File: src/rtl/clkdiv_pkg.sv
package clkdiv_pkg;
  typedef enum logic [1:0] {
    PM_RUN    = 2'b00,
    PM_SLEEP  = 2'b01,
    PM_SWSTBY = 2'b10,
    PM_HWSTBY = 2'b11
  } pmode_e;

  localparam int CTL_DIS_BIT   = 7;
  localparam int CTL_SPARE_BIT = 6;

  function automatic logic pm_is_active(pmode_e m);
    return (m == PM_RUN) || (m == PM_SLEEP);
  endfunction
endpackage

File: src/rtl/clkdiv_rstsync.sv
module clkdiv_rstsync #(
  parameter int STAGES = 2
) (
  input  logic clk,
  input  logic rst_n,
  output logic srst_n
);
  logic [STAGES-1:0] sync_q;
  logic [STAGES-1:0] sync_d;

  always_comb begin
    sync_d = {sync_q[STAGES-2:0], 1'b1};
  end

  always_ff @(posedge clk or negedge rst_n) begin
    if (!rst_n) sync_q <= '0;
    else        sync_q <= sync_d;
  end

  assign srst_n = sync_q[STAGES-1];
endmodule

File: src/rtl/clkdiv_regs.sv
module clkdiv_regs #(
  parameter int                DATA_W    = 16,
  parameter int                SEL_W     = 3,
  parameter logic [DATA_W-1:0] MSTOP_RST = 16'h3FFF
) (
  input  logic              clk,
  input  logic              rst_n,
  input  logic              hw_stby,
  input  logic              wr_en,
  input  logic              wr_sel,
  input  logic [DATA_W-1:0] wdata,
  output logic [DATA_W-1:0] rdata,
  output logic              pin_dis,
  output logic [SEL_W-1:0]  rate_sel,
  output logic [DATA_W-1:0] mstop
);
  import clkdiv_pkg::*;

  logic              dis_q,   dis_d;
  logic              spare_q, spare_d;
  logic [SEL_W-1:0]  sel_q,   sel_d;
  logic [DATA_W-1:0] mst_q,   mst_d;
  logic              ctl_we,  mst_we;
  logic [DATA_W-1:0] ctl_view;

  assign ctl_we = wr_en & ~wr_sel;
  assign mst_we = wr_en &  wr_sel;

  // control register next state
  always_comb begin
    dis_d   = dis_q;
    spare_d = spare_q;
    sel_d   = sel_q;
    if (ctl_we) begin
      dis_d   = wdata[CTL_DIS_BIT];
      spare_d = wdata[CTL_SPARE_BIT];
      sel_d   = wdata[SEL_W-1:0];
    end
  end

  // stop register next state: hardware standby dominates writes
  always_comb begin
    mst_d = mst_q;
    if (hw_stby)     mst_d = MSTOP_RST;
    else if (mst_we) mst_d = wdata;
  end

  always_ff @(posedge clk or negedge rst_n) begin
    if (!rst_n) begin
      dis_q   <= 1'b0;
      spare_q <= 1'b0;
      sel_q   <= '0;
      mst_q   <= MSTOP_RST;
    end else begin
      dis_q   <= dis_d;
      spare_q <= spare_d;
      sel_q   <= sel_d;
      mst_q   <= mst_d;
    end
  end

  always_comb begin
    ctl_view                = '0;
    ctl_view[CTL_DIS_BIT]   = dis_q;
    ctl_view[CTL_SPARE_BIT] = spare_q;
    ctl_view[SEL_W-1:0]     = sel_q;
  end

  assign rdata    = wr_sel ? mst_q : ctl_view;
  assign pin_dis  = dis_q;
  assign rate_sel = sel_q;
  assign mstop    = mst_q;
endmodule

File: src/rtl/clkdiv_prescale.sv
module clkdiv_prescale #(
  parameter int PRE_W = 5,
  parameter int SEL_W = 3
) (
  input  logic             clk,
  input  logic             rst_n,
  input  logic [SEL_W-1:0] sel_req,
  input  logic             run_ok,
  output logic             ce,
  output logic [PRE_W-1:0] cnt_o,
  output logic [SEL_W-1:0] act_o
);
  logic [PRE_W-1:0] cnt_q, cnt_d;
  logic [SEL_W-1:0] act_q, act_d;
  logic             wrap;
  logic [PRE_W-1:0] mask;
  logic             fast;

  assign wrap = &cnt_q;

  always_comb begin
    cnt_d = cnt_q + 1'b1;
    act_d = wrap ? sel_req : act_q;
  end

  always_ff @(posedge clk or negedge rst_n) begin
    if (!rst_n) begin
      cnt_q <= '0;
      act_q <= '0;
    end else begin
      cnt_q <= cnt_d;
      act_q <= act_d;
    end
  end

  // code k in 1..PRE_W picks a mask of k low ones; other codes run at full speed
  always_comb begin
    mask = '0;
    fast = 1'b1;
    for (int k = 1; k <= PRE_W; k++) begin
      if (act_q == SEL_W'(k)) begin
        mask = PRE_W'((1 << k) - 1);
        fast = 1'b0;
      end
    end
  end

  assign ce    = run_ok & (fast | ((cnt_q & mask) == mask));
  assign cnt_o = cnt_q;
  assign act_o = act_q;
endmodule

File: src/rtl/clkdiv_pinout.sv
module clkdiv_pinout (
  input  logic clk,
  input  logic rst_n,
  input  logic pin_run,
  input  logic pin_dis,
  input  logic hw_stby,
  output logic pin_o,
  output logic oe_o
);
  logic pin_q, pin_d;
  logic oe_q,  oe_d;

  always_comb begin
    pin_d = (pin_run & ~pin_dis) ? ~pin_q : 1'b1;
    oe_d  = ~hw_stby;
  end

  always_ff @(posedge clk or negedge rst_n) begin
    if (!rst_n) begin
      pin_q <= 1'b1;
      oe_q  <= 1'b1;
    end else begin
      pin_q <= pin_d;
      oe_q  <= oe_d;
    end
  end

  assign pin_o = pin_q;
  assign oe_o  = oe_q;
endmodule

File: src/rtl/clkdiv_ctl.sv
module clkdiv_ctl #(
  parameter int                 MSTOP_W   = 16,
  parameter int                 PRE_W     = 5,
  parameter int                 SEL_W     = 3,
  parameter logic [MSTOP_W-1:0] MSTOP_RST = 16'h3FFF
) (
  input  logic               clk,
  input  logic               rst_n,
  input  logic [1:0]         pwr_mode,
  input  logic               reg_wr,
  input  logic               reg_sel,
  input  logic [MSTOP_W-1:0] reg_wdata,
  output logic [MSTOP_W-1:0] reg_rdata,
  output logic               bm_ce,
  output logic               clkout_o,
  output logic               clkout_oe,
  output logic [MSTOP_W-1:0] mstop_o
);
  import clkdiv_pkg::*;

  pmode_e           mode;
  logic             srst_n;
  logic             hw_stby;
  logic             active;
  logic             pin_dis;
  logic [SEL_W-1:0] rate_sel;
  logic [PRE_W-1:0] pre_cnt;
  logic [SEL_W-1:0] pre_act;

  assign mode    = pmode_e'(pwr_mode);
  assign hw_stby = (mode == PM_HWSTBY);
  assign active  = pm_is_active(mode);

  clkdiv_rstsync #(.STAGES(2)) u_rst (
    .clk    (clk),
    .rst_n  (rst_n),
    .srst_n (srst_n)
  );

  clkdiv_regs #(
    .DATA_W    (MSTOP_W),
    .SEL_W     (SEL_W),
    .MSTOP_RST (MSTOP_RST)
  ) u_regs (
    .clk      (clk),
    .rst_n    (srst_n),
    .hw_stby  (hw_stby),
    .wr_en    (reg_wr),
    .wr_sel   (reg_sel),
    .wdata    (reg_wdata),
    .rdata    (reg_rdata),
    .pin_dis  (pin_dis),
    .rate_sel (rate_sel),
    .mstop    (mstop_o)
  );

  clkdiv_prescale #(.PRE_W(PRE_W), .SEL_W(SEL_W)) u_pre (
    .clk     (clk),
    .rst_n   (srst_n),
    .sel_req (rate_sel),
    .run_ok  (active),
    .ce      (bm_ce),
    .cnt_o   (pre_cnt),
    .act_o   (pre_act)
  );

  clkdiv_pinout u_pin (
    .clk     (clk),
    .rst_n   (srst_n),
    .pin_run (active),
    .pin_dis (pin_dis),
    .hw_stby (hw_stby),
    .pin_o   (clkout_o),
    .oe_o    (clkout_oe)
  );
endmodule

File: config.mk
export PLATFORM = sky130hd
export DESIGN_NAME = clkdiv_ctl
export DESIGN_NICKNAME = d
export VERILOG_FILES = /design/src/rtl/clkdiv_pkg.sv /design/src/rtl/clkdiv_rstsync.sv /design/src/rtl/clkdiv_regs.sv /design/src/rtl/clkdiv_prescale.sv /design/src/rtl/clkdiv_pinout.sv /design/src/rtl/clkdiv_ctl.sv
export SDC_FILE = /design/constraint.sdc
export NUM_CORES = 1
export LEC_CHECK = 0
export BUFFER_PORTS_ARGS = -buffer_cell sky130_fd_sc_hd__buf_2
export CAP_MARGIN = 20
export CORE_MARGIN = 8
export CORE_UTILIZATION = 47
export DETAILED_ROUTE_END_ITERATION = 8
export PLACE_DENSITY = 0.78
export SLEW_MARGIN = 0
export SYNTH_ARGS = -nofsm -noshare
export SYNTH_HDL_FRONTEND = slang
export SYNTH_SLANG_ARGS = --single-unit
File: constraint.sdc
create_clock -name clk -period 1.2 [get_ports clk]
set_input_delay 0.06 -clock clk [delete_from_list [all_inputs] [get_ports clk]]
set_output_delay 0.06 -clock clk [all_outputs]
set_load 0.01 [all_outputs]
==> results of run 1 <==
-- critical path, stage by stage, from the launching register on --
cell and delay, ns:
dfrtp_1 0.41, buf_4 0.14, ha_2 0.18, and3_4 0.18, ha_4 0.16, mux2_4 0.29
-- layout make-up --
cell class	count	area, sq um
multi-input combinational	64	601
sequential	33	847
fill	191	648
clock inverter	1	30.0
tap	33	41.3
clock buffer	7	55.1
inverter	7	26.3
timing repair buffer	97	729
-- timing repair --
item                                   4_1_cts  5_1_grt
pin swaps                                    5        4
gates cloned                                 0        0
setup endpoints to repair                   12       20
endpoints found under the hold margin       25        0
resized for setup                           12       23
buffers inserted                            10        5
hold buffers                                20        0
-- flip-flops by register name, summed over array words and instances (netlist names) --
register         count
u_regs.mstop        16
u_pre.cnt_o          5
u_pre.act_o          3
u_regs.rate_sel      3
u_rst.sync_q         2
u_pin.oe_o           1
u_pin.pin_o          1
u_regs.pin_dis       1
u_regs.spare_q       1
-- power by group --
part           switching, W  leakage, nW  total, W  internal (W)
clock              0.000361       0.0455  0.000858      0.000497
sequential        0.0000681        0.376   0.00132       0.00125
combinational      0.000302        0.678  0.000739      0.000437
total              0.000731         1.10   0.00291       0.00218
-- layout by cell type, fill, tap and decap left out, drive strengths merged --
cell,instances
nor2,2
nand2b,1
xor2,1
o211ai,1
dlygate4sd3,20
and3,1
clkbuf,7
nand3,2
bufinv,1
nor2b,1
mux2,11
ha,2
and2,11
buf,77
a311oi,2
conb,1
dfrtp,17
o21ai,3
dfstp,16
o22a,14
o22ai,2
a21o,1
nand2,7
xnor2,1
inv,7
-- worst min-delay path by stage --
stage	slack, ns	endpoint	cells after the start	startpoint
global placement	-0.16	u_rst.sync_q[0]	1	rst_n
finish	0.04	u_rst.sync_q[1]	2	rst_n
floorplan	-0.24	u_rst.sync_q[0]	0	rst_n
detailed placement	-0.15	u_rst.sync_q[0]	1	rst_n
global route	0.03	u_rst.sync_q[0]	2	rst_n
CTS	0.01	u_rst.sync_q[1]	2	rst_n
-- per-stage QoR --
| stage | cell area (sq um) | setup WS [ns] | hold slack (ns) | TNS (ns) | cells |
|---|---|---|---|---|---|
| finish | 2330 | -0.251 | 0.0354 | -0.900 | 242 |
| CTS | 2200 | -0.213 | 0.0149 | -0.607 | 237 |
| detailed placement | 1800 | -0.160 | -0.152 | -0.427 | 199 |
| global route | 2330 | -0.327 | 0.0336 | -1.48 | 242 |
| floorplan | 1470 | -0.137 | -0.236 | -0.137 | 108 |
| global placement | 1800 | -0.131 | -0.156 | -0.315 | 199 |
-- metal layers --
layer | GRT usage | up-vias | part of all wire | wire length [um]
li1 | - | 578 | - | -
met1 | 0.165 | 582 | 0.39 | 1550
met2 | 0.279 | 44 | 0.52 | 2070
met3 | 0.0809 | 5 | 0.082 | 326
met4 | 0.0408 | 0 | 0.0088 | 35
met5 | 0 | - | 0 | 0
-- logic make-up (layout without fill, tap and decap cells) --
| family | Yosys count | in the layout | synth area share |
|---|---|---|---|
| adder cells (fa/ha/maj) | 2 | 2 | 0.0173 |
| multiplexers | 11 | 11 | 0.0987 |
| XOR/XNOR | 2 | 2 | 0.0121 |
| other | 1 | 1 | 0.00259 |
| AND/OR/NAND/NOR | 25 | 25 | 0.113 |
| flip-flops | 33 | 33 | 0.585 |
| buffers and inverters | 11 | 112 | 0.0442 |
| AO/OA/AOI/OAI | 23 | 23 | 0.126 |
==> impl_results.md, run 1 <==
- CP required: around 1.4 ns
- Most frequent cell after synthesis: dfrtp_1
- Final period util: 1.21
- Final setup violation count: 7
- Root Buffer: clkbuf_4
- Post-synth top cells: 17 x dfrtp_1, 16 x dfstp_2, 14 x o22a_1
- Failing checks: setup timing
- Placed wire-length estimate: 2620 um
- Yosys top cell by area: dfrtp_1
- Hold Crit Class: in2async
- Routed Antenna Nets: 0
- Leading cell types by total area after synthesis: dfrtp_1 29%, dfstp_2 29%, o22a_1 8.5%, mux2_4 5.2%, and2_1 4.8%
- Peak supply drop: between 0.0008 and 0.0009 V
- Clock-pin slew on the worst setup and hold paths: 0.10 ns
- R2R cell count: 5
- First-pass GRT wire length: approximately 6400 um
- Clk sink count: 33
- Routed length per instance: between 15 and 20 um
- Initial Utilization: 0.485
- Ant. Diodes: 0
- WS Path Type: reg2reg
- Num rows: 20
- Vias: approximately 1200
- H-tree Lvls: 2
- Die area: 5110 sq um
- Core Util, Final: 0.782
- Die Y: between 70 and 80 um
- Fmax: roughly 0.7 GHz
- Worst Path Max Fanout: 2
- TritonCTS clock tree: done
- CP Launch Point: u_pre.cnt_o[1]
- Total GRT Usage: 0.160
- Largest net degree at the start of global routing: 32
- Status: complete, but fails checks
- Crit path launch type: register
- GRT overflow: 0
- Max_cap viols: 0
- Overall Power: around 0.0029 W
- #FFs+latches synth: 33
- Boundary pin count: 57
- Min Clock Period, post-route: 1.45 ns
- FFs w/ async S/R, synth: 1.00
- Mapped Area: 1450 sq um
- Clk_skew: 0.0118 ns
- Crit path DAT: about 1.7 ns
- FF-to-FF setup slack: -0.25 ns
- First DRT Iteration DRCs: 41
- PD cells: 1250 nW/um^2
- Syn Inst Count: approximately 110
- CP endpoint: u_pre.act_o[1]
- Fin nets: roughly 230
- Share of the synthesized area in the top cell type: 0.294
- Max-slew violations: 0
- Leakage: approximately 1.1 nW
- Mapped Nets: roughly 130
- DR vias/cell: 5.00
- Initial DRT Pass Iterations: 4
- Core region area: 2980 sq um
- Setup ws final: -0.251 ns
- Vias in the first global route: 1320
- CTS buffer count: 5
- Initial antenna violation count: 0
- # DRC: 0
- Crit end category: register
- Synthesis-to-finish area growth: 61.2%
- Total detailed-routing wirelength: 3980 um
- Skew-Pair Late Insertion Delay: between 0.3 and 0.4 ns
- Fraction of layout instances using a drive strength above 1: 0.622
- GP Congestion: just over 0.7
- Synth unique cells: 27
- Synth warn: 0
- FF-to-FF End: u_pre.act_o[1]
- Port buffer count: between 50 and 60
- Deepest clock path buffer count: 2
- Crit Reg-Reg Startpoint: u_pre.cnt_o[1]
- Die width: between 70 and 80 um
- RSZ-0062 raised after global routing: yes
- Primary FF master, synth: dfrtp_1
- Hold Fails Final Rpt: 0
- Post-synthesis sequential area ratio: 0.585
- Syn avg cell area: roughly 13 sq um
- EDFF count, synth: 0
Note: power is estimated with default switching activity, not from simulation.
==> run 2, diff against run 1 <==
- CORE_MARGIN: 8 -> unset
- PLACE_DENSITY: 0.78 -> 0.8
==> impl_results.md, run 2 (synthesized netlist as in run 1, its figures left out) <==
- H-tree Lvls: 2
- Setup ws final: -0.244 ns
- Ant. Diodes: 0
- Initial Utilization: 0.511
- Fraction of layout instances using a drive strength above 1: 0.617
- Deepest clock path buffer count: 2
- Port buffer count: between 50 and 60
- Synthesis-to-finish area growth: 60.8%
- Clock Power Share: 0.241
- Fillers: between 100 and 150
- Crit path launch type: register
- Clk sink count: 33
- FF-to-FF setup slack: -0.24 ns
- CTS buffer count: 5
- Sequential share of power: 0.485
- Pre-CTS setup slack: -0.185 ns
- Final setup violation count: 8
- Area of the multi-input gates: roughly 590 sq um
- GRT overflow: 0
- Cell at the slowest stage of the critical path: dfrtp_1
- Root Buffer: clkbuf_4
- DR vias/cell: between 5 and 6
- Status: complete, but fails checks
- Boundary pin count: 57
- Hold Crit Class: in2async
- Fmax: slightly below 0.7 GHz
- R2R cell count: 5
- Vias in the first global route: 1265
- Overall Power: between 0.002 and 0.003 W
- Total GRT Usage: 0.237
- Crit end category: register
- CP Launch Point: u_pre.cnt_o[1]
- Routed length per instance: around 16 um
- PD cells: ~1200 nW/um^2
- Hold Slack: roughly 0.034 ns
- Initial antenna violation count: 0
- Max_cap viols: 0
- Largest net degree at the start of global routing: 32
- Register area: between 800 and 900 sq um
- Slowest stage delay, CP: ~0.39 ns
- Fin nets: about 240
- Core region area: approximately 2800 sq um
- Hold Fails Final Rpt: 0
- Int Power: a little under 0.002 W
- Comb power frac: 0.274
- RSZ-0062 raised after global routing: yes
- Skew-Pair Late Insertion Delay: 0.34 ns
- TritonCTS clock tree: done
- Failing checks: DRC, setup timing
- FF-to-FF End: u_pre.act_o[1]
- First-pass GRT wire length: 5740 um
- Crit path cell chain: buf_4 -> ha_2 -> and3_4 -> ha_4 -> mux2_4
- # DRC: 3
- Worst Path Max Fanout: 2
- Peak supply drop: just over 0.0009 V
- First DRT Iteration DRCs: 43
- Family with the most delay on the worst path: flip-flops
- Max FFs per register: 16
- Die width: around 57 um
- Crit Reg-Reg Startpoint: u_pre.cnt_o[1]
- Max-slew violations: 0
- WS Path Type: reg2reg
- CP required: approximately 1.4 ns
- Commonest cells after routing, fill and taps aside: 43 x buf_2, 24 x buf_4, 20 x dlygate4sd3_1
- Routed Antenna Nets: 0
- Clk_skew: 0.0139 ns
- Min Clock Period, post-route: about 1.4 ns
- Most common cell after layout, fill and taps aside: buf_2
- Total detailed-routing wirelength: 3810 um
- Leakage: ~1.1 nW
- Final period util: 1.20
- GP Congestion: 0.705
- Crit path DAT: approximately 1.7 ns
- Die area: between 3000 and 4000 sq um
- Clock-pin slew on the worst setup and hold paths: roughly 0.10 ns
- Die Y: 57.5 um
- Placed wire-length estimate: 2160 um
- Num rows: 19
- Initial DRT Pass Iterations: 6
- Sw frac: 0.270
- Buf/Inv on CP: 1
- P_sw: 0.000730 W
- Vias: roughly 1200
==> run 2: worst max-delay path by stage <==
| stage | cells after the start | slack (ns) | end |
|---|---|---|---|
| final | 5 | -0.24 | u_pre.act_o[1] |
| after global routing | 5 | -0.31 | bm_ce |
| after CTS | 4 | -0.20 | bm_ce |
| after detailed placement | 4 | -0.19 | u_pre.act_o[1] |
| after global placement | 4 | -0.13 | u_pre.act_o[1] |
| after floorplan | 4 | -0.14 | u_pre.act_o[1] |
==> run 2: timing repair <==
action | in CTS | in global routing
gates resized for setup | 10 | 18
cloned | 0 | 0
hold buffers | 20 | 0
endpoints found under the hold margin | 25 | 0
setup endpoints to repair | 10 | 22
buffers inserted | 15 | 5
pin swaps | 4 | 2
==> run 2: metal layers <==
metal,GRT usage,share of wire,vias up
li1,-,-,587
met1,0.265,0.39,601
met2,0.425,0.55,39
met3,0.0703,0.047,5
met4,0.0871,0.011,0
met5,0,0,-
==> run 2: through the flow <==
step                      area, sq um  std cells  TNS [ns]  utilization
after floorplan                  1470        108    -0.137            -
after global placement           1800        197    -0.329        0.635
final                            2320        245    -0.940        0.821
after global routing             2320        245     -1.58        0.821
after CTS                        2200        240    -0.763        0.779
after detailed placement         1800        197    -0.510        0.635
==> run 2: cell type report <==
type                            instances  area share
Sequential cell                        33       0.365
Clock buffer                            8      0.0253
Multi-Input combinational cell         64       0.253
Timing Repair Buffer                  102       0.329
Inverter                                7      0.0113
Tap cell                               31      0.0167
==> run 2: power by group through the flow <==
stage	clock network, W	registers (W)	logic (W)
2_1_floorplan	0	0.00137	0.000256
3_3_place_gp	0	0.00133	0.000460
3_5_place_dp	0	0.00134	0.000474
4_1_cts	0.000660	0.00131	0.000646
5_1_grt	0.000715	0.00132	0.000792
6_report	0.000651	0.00131	0.000741
==> run 3, diff against run 2 <==
- CORE_UTILIZATION: 47 -> 50
- CTS_BUF_LIST: unset -> sky130_fd_sc_hd__clkbuf_8
- PLACE_DENSITY: 0.8 -> 0.84
==> impl_results.md, run 3 (synthesized netlist as in run 1, its figures left out) <==
- Status: complete, but fails checks
- Failing checks: setup timing
- First DRT Iteration DRCs: 60
- GP Congestion: between 0.6 and 0.7
- Peak supply drop: between 0.001 and 0.0015 V
- Hold Fails Final Rpt: 0
- Min Clock Period, post-route: around 1.4 ns
- Boundary pin count: between 50 and 60
- Initial antenna violation count: 0
- Family with the most delay on the worst path: flip-flops
- Setup ws final: -0.206 ns
- Total GRT Usage: 0.210
- Num rows: 19
- Deepest clock path buffer count: 2
- Port buffer count: 56
- Fmax: about 0.71 GHz
- Final period util: 1.17
- Crit end category: primary output
- Die width: about 56 um
- Pre-CTS setup slack: -0.194 ns
- RSZ-0062 raised after global routing: yes
- Largest net degree at the start of global routing: 32
- Crit path DAT: around 1.4 ns
- CTS buffer count: 5
- Routed length per instance: roughly 14 um
- Hold Crit Depth: 2
- Max FFs per register: 16
- Hold Slack: about 0.0076 ns
- Total detailed-routing wirelength: ~3000 um
- Final setup violation count: 4
- Overall Power: between 0.002 and 0.003 W
- Cell count after placement: 197
- Fillers: between 150 and 200
- Fraction of layout instances using a drive strength above 1: 0.598
- Leakage: 0.971 nW
- Vias: between 1000 and 1500
- Initial DRT Pass Iterations: 4
- Vias in the first global route: between 1000 and 1500
- Root Buffer: clkbuf_8
- Design area: just over 2000 sq um
- Die Y: 55.8 um
- Commonest cells after routing, fill and taps aside: 56 x buf_2, 16 x dfstp_2, 16 x dfrtp_1
- Hold Crit Class: in2reg
- Clock-pin slew on the worst setup and hold paths: about 0.060 ns
- Crit path cell chain: buf_6 -> a21o_1 -> nand2_1 -> a311oi_2 -> buf_2
- Core region area: 2760 sq um
- TritonCTS clock tree: done
- Worst Path Max Fanout: 3
- Clk_skew: 0.00370 ns
- H-tree Lvls: 2
- Die area: approximately 3100 sq um
- Cell at the slowest stage of the critical path: dfrtp_1
- Crit path launch type: register
- First-pass GRT wire length: ~5000 um
- Slowest stage delay, CP: 0.39 ns
- Buf/Inv on CP: 2
- Max-slew violations: 0
- DR vias/cell: ~5.2
- GRT overflow: 0
- WS Path Type: reg2out
- Synthesis-to-finish area growth: 43.0%
- Max_cap viols: 0
- Placed inst area: between 1500 and 2000 sq um
- Placed wire-length estimate: 2090 um
- CP required: roughly 1.1 ns
- Initial Utilization: 0.524
- Worst path depth: 5
- Ant. Diodes: 0
- PD cells: between 1000 and 1500 nW/um^2
- Finished Layout Cells: 220
- Skew-Pair Late Insertion Delay: around 0.28 ns
- R2R cell count: 4
- # DRC: 0
- Clk sink count: 33
- Fin nets: 212
- Most common cell after layout, fill and taps aside: buf_2
- Routed Antenna Nets: 0
## run 3: cell types whose count changed in the layout (fill, tap and decap cells not counted), moves of 5 or more
| cell | previous run | this run |
|---|---|---|
| buf_6 | 15 | 1 |
| and2_4 | 5 | 0 |
| and2_1 | 6 | 11 |
| clkbuf_8 | 1 | 6 |
| buf_4 | 24 | 10 |
| clkbuf_4 | 5 | 0 |
| dlygate4sd3_1 | 20 | 10 |
| buf_2 | 43 | 56 |
## run 3: path summary, 6_finish.rpt
kind | slack, ns | end | from
worst max register to register | -0.18 | u_pre.act_o[1] | u_pre.cnt_o[0]
min in group asynchronous | 0.09 | u_rst.sync_q[1] | rst_n
worst min register to register | 0.26 | u_pre.act_o[0] | u_rst.sync_q[1]
worst min-delay path | 0.008 | u_regs.mstop[5] | reg_wdata[5]
max in group asynchronous | 0.62 | u_pin.pin_o | u_rst.sync_q[1]
worst max-delay path | -0.21 | bm_ce | u_pre.cnt_o[1]
## run 3: repair_timing
item,4_1_cts,5_1_grt
buffers inserted,5,0
endpoints found under the hold margin,10,1
pin swaps,5,0
resized for setup,5,1
hold buffers,9,1
setup endpoints to repair,4,4
## run 3: power by group
| part | internal, W | switching (W) | total [W] |
|---|---|---|---|
| clock network | 0.000668 | 0.000374 | 0.00104 |
| logic | 0.000273 | 0.000237 | 0.000510 |
| registers | 0.00125 | 0.0000734 | 0.00132 |
## run 3: final cells by class
cell class                      count  area (sq um)  area share
Inverter                            7          26.3      0.0127
Clock buffer                        6          82.6      0.0400
Timing Repair Buffer               77           467       0.226
Tap cell                           31          38.8      0.0188
Sequential cell                    33           847       0.410
Clock inverter                      2          33.8      0.0163
Multi-Input combinational cell     64           572       0.277
## run 3: through the flow
step	util	setup TNS (ns)
2_1_floorplan	-	-0.137
3_5_place_dp	0.651	-0.516
6_report	0.750	-0.665
4_1_cts	0.745	-0.666
3_3_place_gp	0.651	-0.310
5_1_grt	0.750	-0.845
## run 3: per-layer routing
| metal | track usage | share of wire |
|---|---|---|
| met3 | 0.0581 | 0.060 |
| met2 | 0.370 | 0.50 |
| met5 | 0 | 0 |
| met4 | 0.0750 | 0.014 |
| met1 | 0.244 | 0.43 |
